==> src/rtl/pwm_dac_pkg.sv <==
package pwm_dac_pkg;

    typedef enum logic [1:0] {
        SEQ_FIRST = 2'd0,
        SEQ_MID   = 2'd1,
        SEQ_LAST  = 2'd2
    } seq_state_e;

endpackage

==> src/rtl/pwm_period_seq.sv <==
module pwm_period_seq
    import pwm_dac_pkg::*;
#(
    parameter int CNT_W      = 8,
    parameter int LONG_TERM  = 255,
    parameter int SHORT_TERM = 252
) (
    input  logic             clk,
    input  logic             rst,
    input  logic             short_sel,
    output logic [CNT_W-1:0] cnt,
    output logic             mode_q,
    output logic             period_load
);

    localparam logic [CNT_W-1:0] TERM_L = CNT_W'(LONG_TERM);
    localparam logic [CNT_W-1:0] TERM_S = CNT_W'(SHORT_TERM);

    seq_state_e       st_q, st_d;
    logic [CNT_W-1:0] cnt_q;
    logic [CNT_W-1:0] term;
    logic             mode_r;
    logic             restart;

    always_comb begin
        term    = mode_r ? TERM_S : TERM_L;
        restart = (short_sel != mode_r);
    end

    // next-state logic
    always_comb begin
        st_d = st_q;
        if (restart) begin
            st_d = SEQ_FIRST;
        end else begin
            unique case (st_q)
                SEQ_FIRST: st_d = SEQ_MID;
                SEQ_MID:   if (cnt_q == term - 1'b1) st_d = SEQ_LAST;
                SEQ_LAST:  st_d = SEQ_FIRST;
                default:   st_d = SEQ_FIRST;
            endcase
        end
    end

    // state register
    always_ff @(posedge clk) begin
        if (rst) begin
            st_q   <= SEQ_FIRST;
            cnt_q  <= '0;
            mode_r <= 1'b0;
        end else begin
            st_q   <= st_d;
            mode_r <= short_sel;
            cnt_q  <= (st_d == SEQ_FIRST) ? '0 : cnt_q + 1'b1;
        end
    end

    // outputs
    always_comb begin
        cnt         = cnt_q;
        mode_q      = mode_r;
        period_load = (st_d == SEQ_FIRST);
    end

    AST_CNT_LIMIT: assert property (@(posedge clk) disable iff (rst)
        cnt_q <= term);
    AST_TERM_WRAP: assert property (@(posedge clk) disable iff (rst)
        (!restart && cnt_q == term) |=> (cnt_q == '0));
    AST_SINGLE_STEP: assert property (@(posedge clk) disable iff (rst)
        (!restart && cnt_q != term) |=> (cnt_q == $past(cnt_q) + 1'b1));
    AST_LAST_AT_TERM: assert property (@(posedge clk) disable iff (rst)
        (st_q == SEQ_LAST) |-> (cnt_q == term));
    AST_MODE_RESTART: assert property (@(posedge clk) disable iff (rst)
        restart |=> (cnt_q == '0 && st_q == SEQ_FIRST));

endmodule

==> src/rtl/pwm_width_regs.sv <==
module pwm_width_regs #(
    parameter int          NUM_CH  = 14,
    parameter int          W       = 8,
    parameter int          ADDR_W  = 4,
    parameter logic [W-1:0] RST_VAL = 8'h80
) (
    input  logic                     clk,
    input  logic                     rst,
    input  logic                     wr_en,
    input  logic [ADDR_W-1:0]        addr,
    input  logic [W-1:0]             wr_data,
    input  logic                     load,
    output logic [W-1:0]             rd_data,
    output logic [NUM_CH-1:0][W-1:0] active_w
);

    localparam logic [ADDR_W:0] CH_LIM = (ADDR_W+1)'(NUM_CH);

    logic [NUM_CH-1:0][W-1:0] hold_q;
    logic [NUM_CH-1:0][W-1:0] act_q;

    for (genvar ch = 0; ch < NUM_CH; ch++) begin : g_ch
        always_ff @(posedge clk) begin
            if (rst) begin
                hold_q[ch] <= RST_VAL;
                act_q[ch]  <= RST_VAL;
            end else begin
                if (wr_en && addr == ADDR_W'(ch)) hold_q[ch] <= wr_data;
                if (load) act_q[ch] <= hold_q[ch];
            end
        end
    end

    always_comb begin
        rd_data = '0;
        for (int i = 0; i < NUM_CH; i++) begin
            if (addr == ADDR_W'(i)) rd_data = hold_q[i];
        end
    end

    assign active_w = act_q;

    AST_OOR_READ_ZERO: assert property (@(posedge clk) disable iff (rst)
        ({1'b0, addr} >= CH_LIM) |-> (rd_data == '0));
    AST_OOR_WRITE_NOP: assert property (@(posedge clk) disable iff (rst)
        (wr_en && {1'b0, addr} >= CH_LIM) |=> $stable(hold_q));
    AST_ACTIVE_HOLD: assert property (@(posedge clk) disable iff (rst)
        !load |=> $stable(act_q));

endmodule

==> src/rtl/pwm_chan_cmp.sv <==
module pwm_chan_cmp #(
    parameter int W = 8
) (
    input  logic [W-1:0] cnt,
    input  logic [W-1:0] width,
    output logic         level
);

    always_comb level = (cnt < width);

endmodule

==> src/rtl/pwm_dac_bank.sv <==
module pwm_dac_bank #(
    parameter int          NUM_CH       = 14,
    parameter int          W            = 8,
    parameter int          ADDR_W       = 4,
    parameter logic [W-1:0] RST_VAL      = 8'h80,
    parameter int          LONG_PERIOD  = 256,
    parameter int          SHORT_PERIOD = 253
) (
    input  logic              clk,
    input  logic              rst,
    input  logic              short_period,
    input  logic              reg_we,
    input  logic [ADDR_W-1:0] reg_addr,
    input  logic [W-1:0]      reg_wdata,
    output logic [W-1:0]      reg_rdata,
    output logic [NUM_CH-1:0] dac_rel
);

    localparam int LONG_TERM  = LONG_PERIOD - 1;
    localparam int SHORT_TERM = SHORT_PERIOD - 1;

    logic [W-1:0]             cnt;
    logic                     mode_q;
    logic                     period_load;
    logic [NUM_CH-1:0][W-1:0] active_w;

    pwm_period_seq #(
        .CNT_W      (W),
        .LONG_TERM  (LONG_TERM),
        .SHORT_TERM (SHORT_TERM)
    ) u_seq (
        .clk         (clk),
        .rst         (rst),
        .short_sel   (short_period),
        .cnt         (cnt),
        .mode_q      (mode_q),
        .period_load (period_load)
    );

    pwm_width_regs #(
        .NUM_CH  (NUM_CH),
        .W       (W),
        .ADDR_W  (ADDR_W),
        .RST_VAL (RST_VAL)
    ) u_regs (
        .clk      (clk),
        .rst      (rst),
        .wr_en    (reg_we),
        .addr     (reg_addr),
        .wr_data  (reg_wdata),
        .load     (period_load),
        .rd_data  (reg_rdata),
        .active_w (active_w)
    );

    for (genvar ch = 0; ch < NUM_CH; ch++) begin : g_cmp
        pwm_chan_cmp #(.W(W)) u_cmp (
            .cnt   (cnt),
            .width (active_w[ch]),
            .level (dac_rel[ch])
        );

        AST_SHORT_SATURATE: assert property (@(posedge clk) disable iff (rst)
            (mode_q && active_w[ch] >= W'(SHORT_PERIOD)) |-> dac_rel[ch]);
        AST_LONG_FULL_LOW: assert property (@(posedge clk) disable iff (rst)
            (!mode_q && cnt == W'(LONG_TERM)) |-> !dac_rel[ch]);
        AST_ZERO_LOW: assert property (@(posedge clk) disable iff (rst)
            (active_w[ch] == '0) |-> !dac_rel[ch]);
    end

endmodule

==> config.mk <==
export PLATFORM = sky130hd
export DESIGN_NAME = pwm_dac_bank
export DESIGN_NICKNAME = d
export VERILOG_FILES = /design/src/rtl/pwm_dac_pkg.sv /design/src/rtl/pwm_period_seq.sv /design/src/rtl/pwm_width_regs.sv /design/src/rtl/pwm_chan_cmp.sv /design/src/rtl/pwm_dac_bank.sv
export SDC_FILE = /design/constraint.sdc
export NUM_CORES = 1
export LEC_CHECK = 0
export CAP_MARGIN = 20
export CORE_UTILIZATION = 30
export CTS_CLUSTER_DIAMETER = 50
export DETAILED_ROUTE_END_ITERATION = 6
export DONT_BUFFER_PORTS = 1
export PLACE_DENSITY = 0.5
export SLEW_MARGIN = 20
export SYNTH_ARGS = -nofsm -noshare
export SYNTH_HDL_FRONTEND = slang
export SYNTH_SLANG_ARGS = --single-unit
==> constraint.sdc <==
create_clock -name clk -period 2.1 [get_ports clk]
set_input_delay 0.315 -clock clk [delete_from_list [all_inputs] [get_ports clk]]
set_output_delay 0.315 -clock clk [all_outputs]
set_load 0.05 [all_outputs]
=== Word-level counts from Yosys, hierarchy flattened ===
Index checks and enable logic that the tools add are counted.

* Register bits: 235
* Output and inout port bits: 22
* Logic and storage cells: 99

* $add $sub $neg: 2
* Magnitude comparators: 14
* Equal/unequal tests: 16
* Multiplexer cells: 18
* Reductions and logical operators: 18

{| class="wikitable"
|+ Operators with widths
! cell !! count
|-
| less-than comparator 8 bit || 14
|-
| two-way mux 8 bit || 14
|-
| equality test 4 bit (second input constant) || 6
|-
| equality test 4 x 3 -> 1 bit (second input constant) || 4
|-
| logical AND 1 bit || 14
|-
| adder 8 x 1 -> 8 bit (second input constant) || 1
|-
| equality test 4 x 2 -> 1 bit (second input constant) || 2
|-
| equality test 8 bit || 1
|-
| subtractor 8 x 1 -> 8 bit (second input constant) || 1
|-
| two-way mux 2 bit || 3
|-
| equality test 4 x 1 -> 1 bit (second input constant) || 1
|-
| logical NOT 2 bit || 2
|-
| logical NOT 4 bit || 1
|-
| one-hot mux 2 bit (2 select lines) || 1
|-
| equality test 2 x 1 -> 1 bit (second input constant) || 1
|-
| OR reduction 2 bit || 1
|-
| inequality test 1 bit || 1
|}

=== Depth between registers and ports, before layout ===
Gate-level depths: netlist of the first run.

* Depth in word-level cells: 15
* Depth in mapped cells: 8
* Mapped depth without buffers: 6

=== By module ===
Synthesis of the first run repeated with hierarchy kept, for this count alone.

* Cells, all modules: 1365
* Area, all modules: 12117.9 µm²

{| class="wikitable"
|+ By module, submodules not included
! module !! instances !! cells an instance !! area each (µm²) !! seq. area each (µm²)
|-
| pwm_width_regs || 1 || 968 || 9203.8 || 4484.3
|-
| pwm_chan_cmp || 14 || 25 || 176.4 || 0.0
|-
| pwm_period_seq || 1 || 47 || 444.2 || 220.2
|}

=== Worst setup path after synthesis of the first run ===
No wires, ideal clock.

* Path type: input-to-output
* Start point: in reg_addr[2]
* End point: out reg_rdata[3]
* Arrival: 2.086 ns
* Path slack: -0.301 ns
* Stages: 5
* Buffers on the path: 3
* Path through: buf_4 -> buf_2 -> buf_1 -> mux2i_1 -> o21ai_0

* Word-level cells in the longest chain between the ends: 15
* Elaborated cells between the ends (all ways): 28

{| class="wikitable"
|+ Ends and longest elaborated chain
! what !! RTL line !! source
|-
| start: declaration || pwm_dac_bank.sv:13 || <nowiki>input logic [ADDR_W-1:0] reg_addr,</nowiki>
|-
| logical NOT 4 bit || pwm_width_regs.sv:37 || <nowiki>if (addr == ADDR_W'(i)) rd_data = hold_q[i];</nowiki>
|-
| two-way mux 8 bit (13 in series) || pwm_width_regs.sv:37 ||
|-
| two-way mux 8 bit (*) || pwm_width_regs.sv:37 ||
|-
| end: declaration || pwm_dac_bank.sv:15 || <nowiki>output logic [W-1:0] reg_rdata,</nowiki>
|}

Every way passes the cells marked *; elsewhere a longest branch is shown, timed or not.

=== Worst setup path after layout of the first run ===
* Start point: reg u_seq.cnt_q[4] (netlist: u_seq.cnt[4])
* End point: out dac_rel[12]

* Word-level cells in the longest chain between the ends: 1

{| class="wikitable"
|+ Ends and longest elaborated chain
! what !! RTL line !! source
|-
| start: declaration || pwm_period_seq.sv:20 || <nowiki>logic [CNT_W-1:0] cnt_q;</nowiki>
|-
| start signal: assignment || pwm_period_seq.sv:54 || <nowiki>cnt_q <= (st_d == SEQ_FIRST) ? '0 : cnt_q + 1'b1;</nowiki>
|-
| less-than comparator 8 bit || pwm_chan_cmp.sv:9 || <nowiki>always_comb level = (cnt < width);</nowiki>
|-
| end: declaration || pwm_dac_bank.sv:16 || <nowiki>output logic [NUM_CH-1:0] dac_rel</nowiki>
|}

No other way between the ends.

==> results.toml, run 1 <==
[routing]
wire_per_inst_um = 19.1
dr_total_vias = 11111
viasPerCell = 5.06
drc_errors = 0
highest_layer = "met4"
ant_nets = 0
wl_met3_um = 2590
firstDrtPassIters = 5
wl_met2_um = 19100
drt_iter0_drc = 834
wl_um = 41900
wl_met1_um = 18800

[run_status]
outcome = "finished with violations"
violations = "setup timing"

[die]
pin_count = 38
row_count = 72
die-area_um2 = 40900
die_w_um = 202
core_um2 = 39100
die_h_um = 202
initial_core_util = 0.308

[layout]
fillers = 3881
fin_nets = 1774
final_cell_count_no_fill = 2198
area_growth_pct = 38.5
drive_gt1_frac = 0.183
antennaDiodeCount = 0

[clock_network]
htree_levels = 1
cts-root-buf = "clkbuf_16"
clock_latency_ps = 550
cts_sinks = 235
cts_buffers = 29
cts.clk_slew.worst_paths_ps = 60
cts_tree = "built"
clock_path_buffers = 3

[synthesis]
synth_fp_nets = 1609
yosysWarningCount = 0
synth_top_area_cell = "dfxtp_1"
syn-instance-count = 1494
synth_cell_type_count = 49
async_flop_share = 0
synth_top_flop_cell = "dfxtp_1"
synth_area_leaders = "dfxtp_1 39%, nand2_1 11%, ha_1 10%"
synth_edf_count = 0
syn_area_um2 = 12000
ys_ff_latch = 235
postSynthAreaPerCell_um2 = 8.05
synth-seq-area-share = 0.391
synth_top_area_share = 0.391

[timing]
fin_ws_ps = -422
slew_violations = 0
finalCritPeriodShare = 1.20
maxSlewHeadroom = 0.319
holdWs_ps = 227
setup_viol = 22
fin_skew_ps = 8.14
fmax_mhz = 397
rsz0062_at_grt = "true"
worst_pin_slew_ps = 1020
fin_crit_ps = 2520
hold_viol = 0

[setup_path]
crit_start = "u_seq.cnt[4]"
worstPathArrival_ps = 2210
cp_max_fo = 5
startpoint_type = "register"
crit_type = "reg2out"
timing.rr.start = "u_seq.mode_q"
end_kind = "output pin"
cp.required_ps = 1780
regToRegSetupSlack_ps = 90

[global_routing]
antenna_found_initial = 0
grt_pass1_wl_um = 64400
grt_overflow = 0
grt_usage = 0.202
grt_max_degree = 128
grt_pass1_vias = 10942

[power]
p_leak_uw = 0.00622
peakVddDrop_mv = 0.489
power_density_nw_per_um2 = 655

[placement]
place_inst = 1989
place_congestion = 0.809
hpwl_um = 24900
port_buffers = 0

[run]
drv_cap = 0

[worst_hold_path]
hp-class = "in2reg"
min_from = "reg_we"
-- worst max-delay path, cell delays in order (launching register included) --
cell and delay (ps):
dfxtp_4 370, bufbuf_16 290, ha_4 170, a2111oi_4 270, buf_4 160, nand2_1 40, o21ai_0 60, a31o_2 150
buf_12 140
-- per-layer routing --
layer | vias up | global-route usage
li1 | 5360 | -
met1 | 5357 | 0.271
met2 | 310 | 0.324
met3 | 84 | 0.0326
met4 | 0 | 0.0784
met5 | - | 0
-- area by class of cell --
class	instances	area (µm²)	share of cell area
clock buffers	37	806	0.0484
clock inverters	15	168	0.0101
inverters	115	432	0.0259
multi-input cells	1044	7220	0.433
flip-flops and latches	235	4750	0.285
well taps	518	648	0.0389
repair buffers	234	2640	0.158
-- per-stage QoR --
step           worst slack [ps]  TNS, ps  cell area (µm²)  total power, µW   util
2_1_floorplan              32.2        0            12100             5420      -
3_3_place_gp              -2.09    -3.65            13200             5680  0.337
3_5_place_dp              -13.9    -18.0            13200             5680  0.337
4_1_cts                    -433    -7980            16200            10900  0.415
5_1_grt                    -512    -8760            16700            11300  0.426
6_report                   -422    -7230            16700            10900  0.426
-- flip-flops by register name (all words and copies together) (netlist names) --
name	count
u_seq.mode_q	1
u_regs.hold_q	112
u_regs.active_w	112
u_seq.st_q	2
u_seq.cnt	8
-- report_power, final --
group          internal, µW  total (µW)  switching (µW)
clock                  3070        5130            2050
sequential             4520        4570            45.7
combinational           496        1220             724
total                  8100       10900            2820
-- final timing paths --
path | endpoint | cells after the start
max | dac_rel[12] | 8
min | u_regs.hold_q[85] | 4
max reg2reg | u_regs.active_w[61] | 7
min reg2reg | u_regs.active_w[28] | 2
-- placed cells by master, fill, tap and decap left out, types with 6 or more instances in the layout --
cell type and instances:
a21oi_1 181, a211o_1 23, nor2b_1 32, mux4_2 8
buf_12 26, ha_1 59, o211ai_1 12, o21a_1 14
o21ai_0 49, nand2_2 7, ha_2 9, nor2_1 66
mux2i_1 43, a21oi_2 7, clkinv_2 7, nand2_1 333
a31o_2 13, inv_1 114, mux2_2 10, nand3_1 26
clkbuf_16 36, a2111oi_4 14, o21ai_1 20, dfxtp_2 25
nand2b_1 18, ha_4 31, dlygate4sd3_1 134, dfxtp_1 206
nor2_4 6, buf_4 58
-- timing repair --
item	in CTS	in global routing
endpoints found under the setup margin	22	68
hold buffers	135	0
pin swaps	30	28
endpoints found under the hold margin	225	0
gates cloned	1	2
setup buffers	13	8
resized for setup	128	80
-- kinds of logic (layout without fill, tap and decap cells) --
group,Yosys count,after routing,synth area share
muxes,63,63,0.0627
buffers and inverters,215,401,0.0766
and+or+nand+nor,510,510,0.181
xor gates and xnor gates,6,6,0.00437
adders and majority gates,99,99,0.103
DFF,235,235,0.391
AOI/OAI and AO/OA,366,366,0.181
-- synth_stat cells (5+ instances only) --
cell type / count
a2111oi_0: 14
a211o_1: 23
a21oi_1: 189
a22oi_1: 6
a31o_2: 14
buf_2: 19
buf_4: 22
clkbuf_1: 57
dfxtp_1: 235
ha_1: 99
inv_1: 115
mux2_2: 10
mux2i_1: 45
mux4_2: 5
nand2_1: 338
nand2b_1: 19
nand3_1: 27
nand3b_1: 5
nor2_1: 67
nor2_4: 5
nor2b_1: 32
o211ai_1: 12
o21a_1: 14
o21ai_0: 73
o221ai_1: 5
xor2_1: 5
(Power assumes the default switching activity.)
==> inputs of run 2 (changes only) <==
- PLACE_DENSITY: 0.5 -> 0.42
==> results.toml, run 2 (synthesis gave the netlist of run 1 again) <==
[timing]
setup_viol = 21
finalCritPeriodShare = 1.17
hold_viol = 0
fin_ws_ps = -367
rsz0062_at_grt = "true"
fin_crit_ps = 2470
fmax_mhz = 405
fin_skew_ps = 14.2
tns_ps = -6180
slew_violations = 0
worst_pin_slew_ps = 1040
maxSlewHeadroom = 0.306

[setup_path]
crit_type = "reg2out"
end_kind = "output pin"
regToRegSetupSlack_ps = 160
timing.rr.start = "u_seq.mode_q"
cp.required_ps = 1780
worstPathArrival_ps = 2150
cp_max_fo = 3
startpoint_type = "register"
worstRegToRegCells = 6
r2r-end = "u_regs.active_w[104]"

[power]
p_clk_frac = 0.505
seqPwrFrac = 0.391
p_int_uw = 8730
swShare = 0.254
power_density_nw_per_um2 = 698
p_leak_uw = 0.00627
combPwrFrac = 0.104
total_power_uw = 11700
netSwitchingPower_uw = 2980
peakVddDrop_mv = 0.711

[layout]
regArea_um2 = 4740
fillers = 3994
final_cell_mix = "334 x nand2_1, 217 x dfxtp_1, 180 x a21oi_1, 134 x dlygate4sd3_1, 115 x inv_1"
multi_input_area_um2 = 7170
fin_area_um2 = 16800
drive_gt1_frac = 0.182
fin_nets = 1780
final_cell_count_no_fill = 2208
final_common_cell = "nand2_1"
area_growth_pct = 39.5

[clock_network]
cts_tree = "built"
cts.clk_slew.worst_paths_ps = 60
cts_buffers = 35
clock_latency_ps = 510
cts-root-buf = "clkbuf_16"
cts_sinks = 235
clock_path_buffers = 3
htree_levels = 2

[global_routing]
grt_overflow = 0
grt_pass1_vias = 11053
grt_pass1_wl_um = 66300
grt_max_degree = 129
antenna_found_initial = 1
grt_usage = 0.210

[worst_hold_path]
hp-class = "in2reg"
holdPathEnd = "u_regs.hold_q[81]"
holdPathStages = 4
min_from = "reg_we"

[die]
die_w_um = 202
die_h_um = 202
die-area_um2 = 40900
core_um2 = 39100
pin_count = 38
row_count = 72
initial_core_util = 0.308

[run_status]
violations = "setup timing"
outcome = "finished with violations"

[routing]
dr_total_vias = 10968
firstDrtPassIters = 5
drt_iter0_drc = 778
viasPerCell = 4.97
ant_nets = 0
drc_errors = 0
wire_per_inst_um = 19.6
wl_um = 43200

[placement]
hpwl_um = 26200
placed_cell_area_um2 = 13200
place_congestion = 0.800
port_buffers = 0
place_inst = 1995

[run]
drv_cap = 0
-- run 2: area by class of cell --
| type | instances | share of cell area |
|---|---|---|
| Clock buffer | 44 | 0.0585 |
| Antenna cell | 1 | 0.000149 |
| Timing Repair Buffer | 234 | 0.157 |
| Sequential cell | 235 | 0.282 |
| Inverter | 115 | 0.0257 |
| Multi-Input combinational cell | 1044 | 0.427 |
| Tap cell | 518 | 0.0386 |
| Clock inverter | 17 | 0.0111 |
-- run 2: how the worst max path moves through the flow --
stage / start / to / slack [ps] / cells after the start
floorplan: reg_addr[0] / reg_rdata[1] / 30 / 6
global placement: u_seq.cnt[5] / dac_rel[0] / -20 / 8
detailed placement: u_seq.cnt[5] / dac_rel[1] / -30 / 8
CTS: u_regs.hold_q[26] / reg_rdata[2] / -420 / 5
global route: u_seq.cnt[5] / dac_rel[6] / -460 / 8
finish: u_regs.hold_q[30] / reg_rdata[6] / -370 / 5
-- run 2: per-layer routing --
metal	track usage	wire, µm
met1	0.288	20300
met2	0.337	19800
met3	0.0335	2080
met4	0.0593	989
met5	0	0
-- run 2: worst max-delay path, cell delays in order (launching register included) --
cell       delay, ps
dfxtp_2          330
mux4_2           510
o211ai_1         110
a32o_1           210
o211ai_1         210
clkbuf_16        250
-- run 2: power by group through the flow --
stage / Sequential (µW) / Clock, µW / Combinational, µW
6_report: 4580 / 5910 / 1220
4_1_cts: 4580 / 6010 / 1190
2_1_floorplan: 4660 / 0 / 768
3_3_place_gp: 4670 / 0 / 1020
3_5_place_dp: 4670 / 0 / 1020
5_1_grt: 4580 / 6200 / 1310
-- run 2: repair_timing --
action / CTS / global route
endpoints found under the hold margin: 225 / 0
pin swaps: 25 / 23
cloned: 0 / 3
buffers inserted: 6 / 7
hold buffers: 135 / 0
endpoints found under the setup margin: 22 / 71
gates resized for setup: 137 / 60
-- run 2: through the flow --
step | utilization | hold slack, ps | worst slack (ps)
final | 0.429 | 200 | -367
after global routing | 0.429 | 204 | -464
after CTS | 0.420 | 182 | -423
after detailed placement | 0.338 | 407 | -26.4
after global placement | 0.338 | 414 | -17.0
after floorplan | - | 432 | 32.2
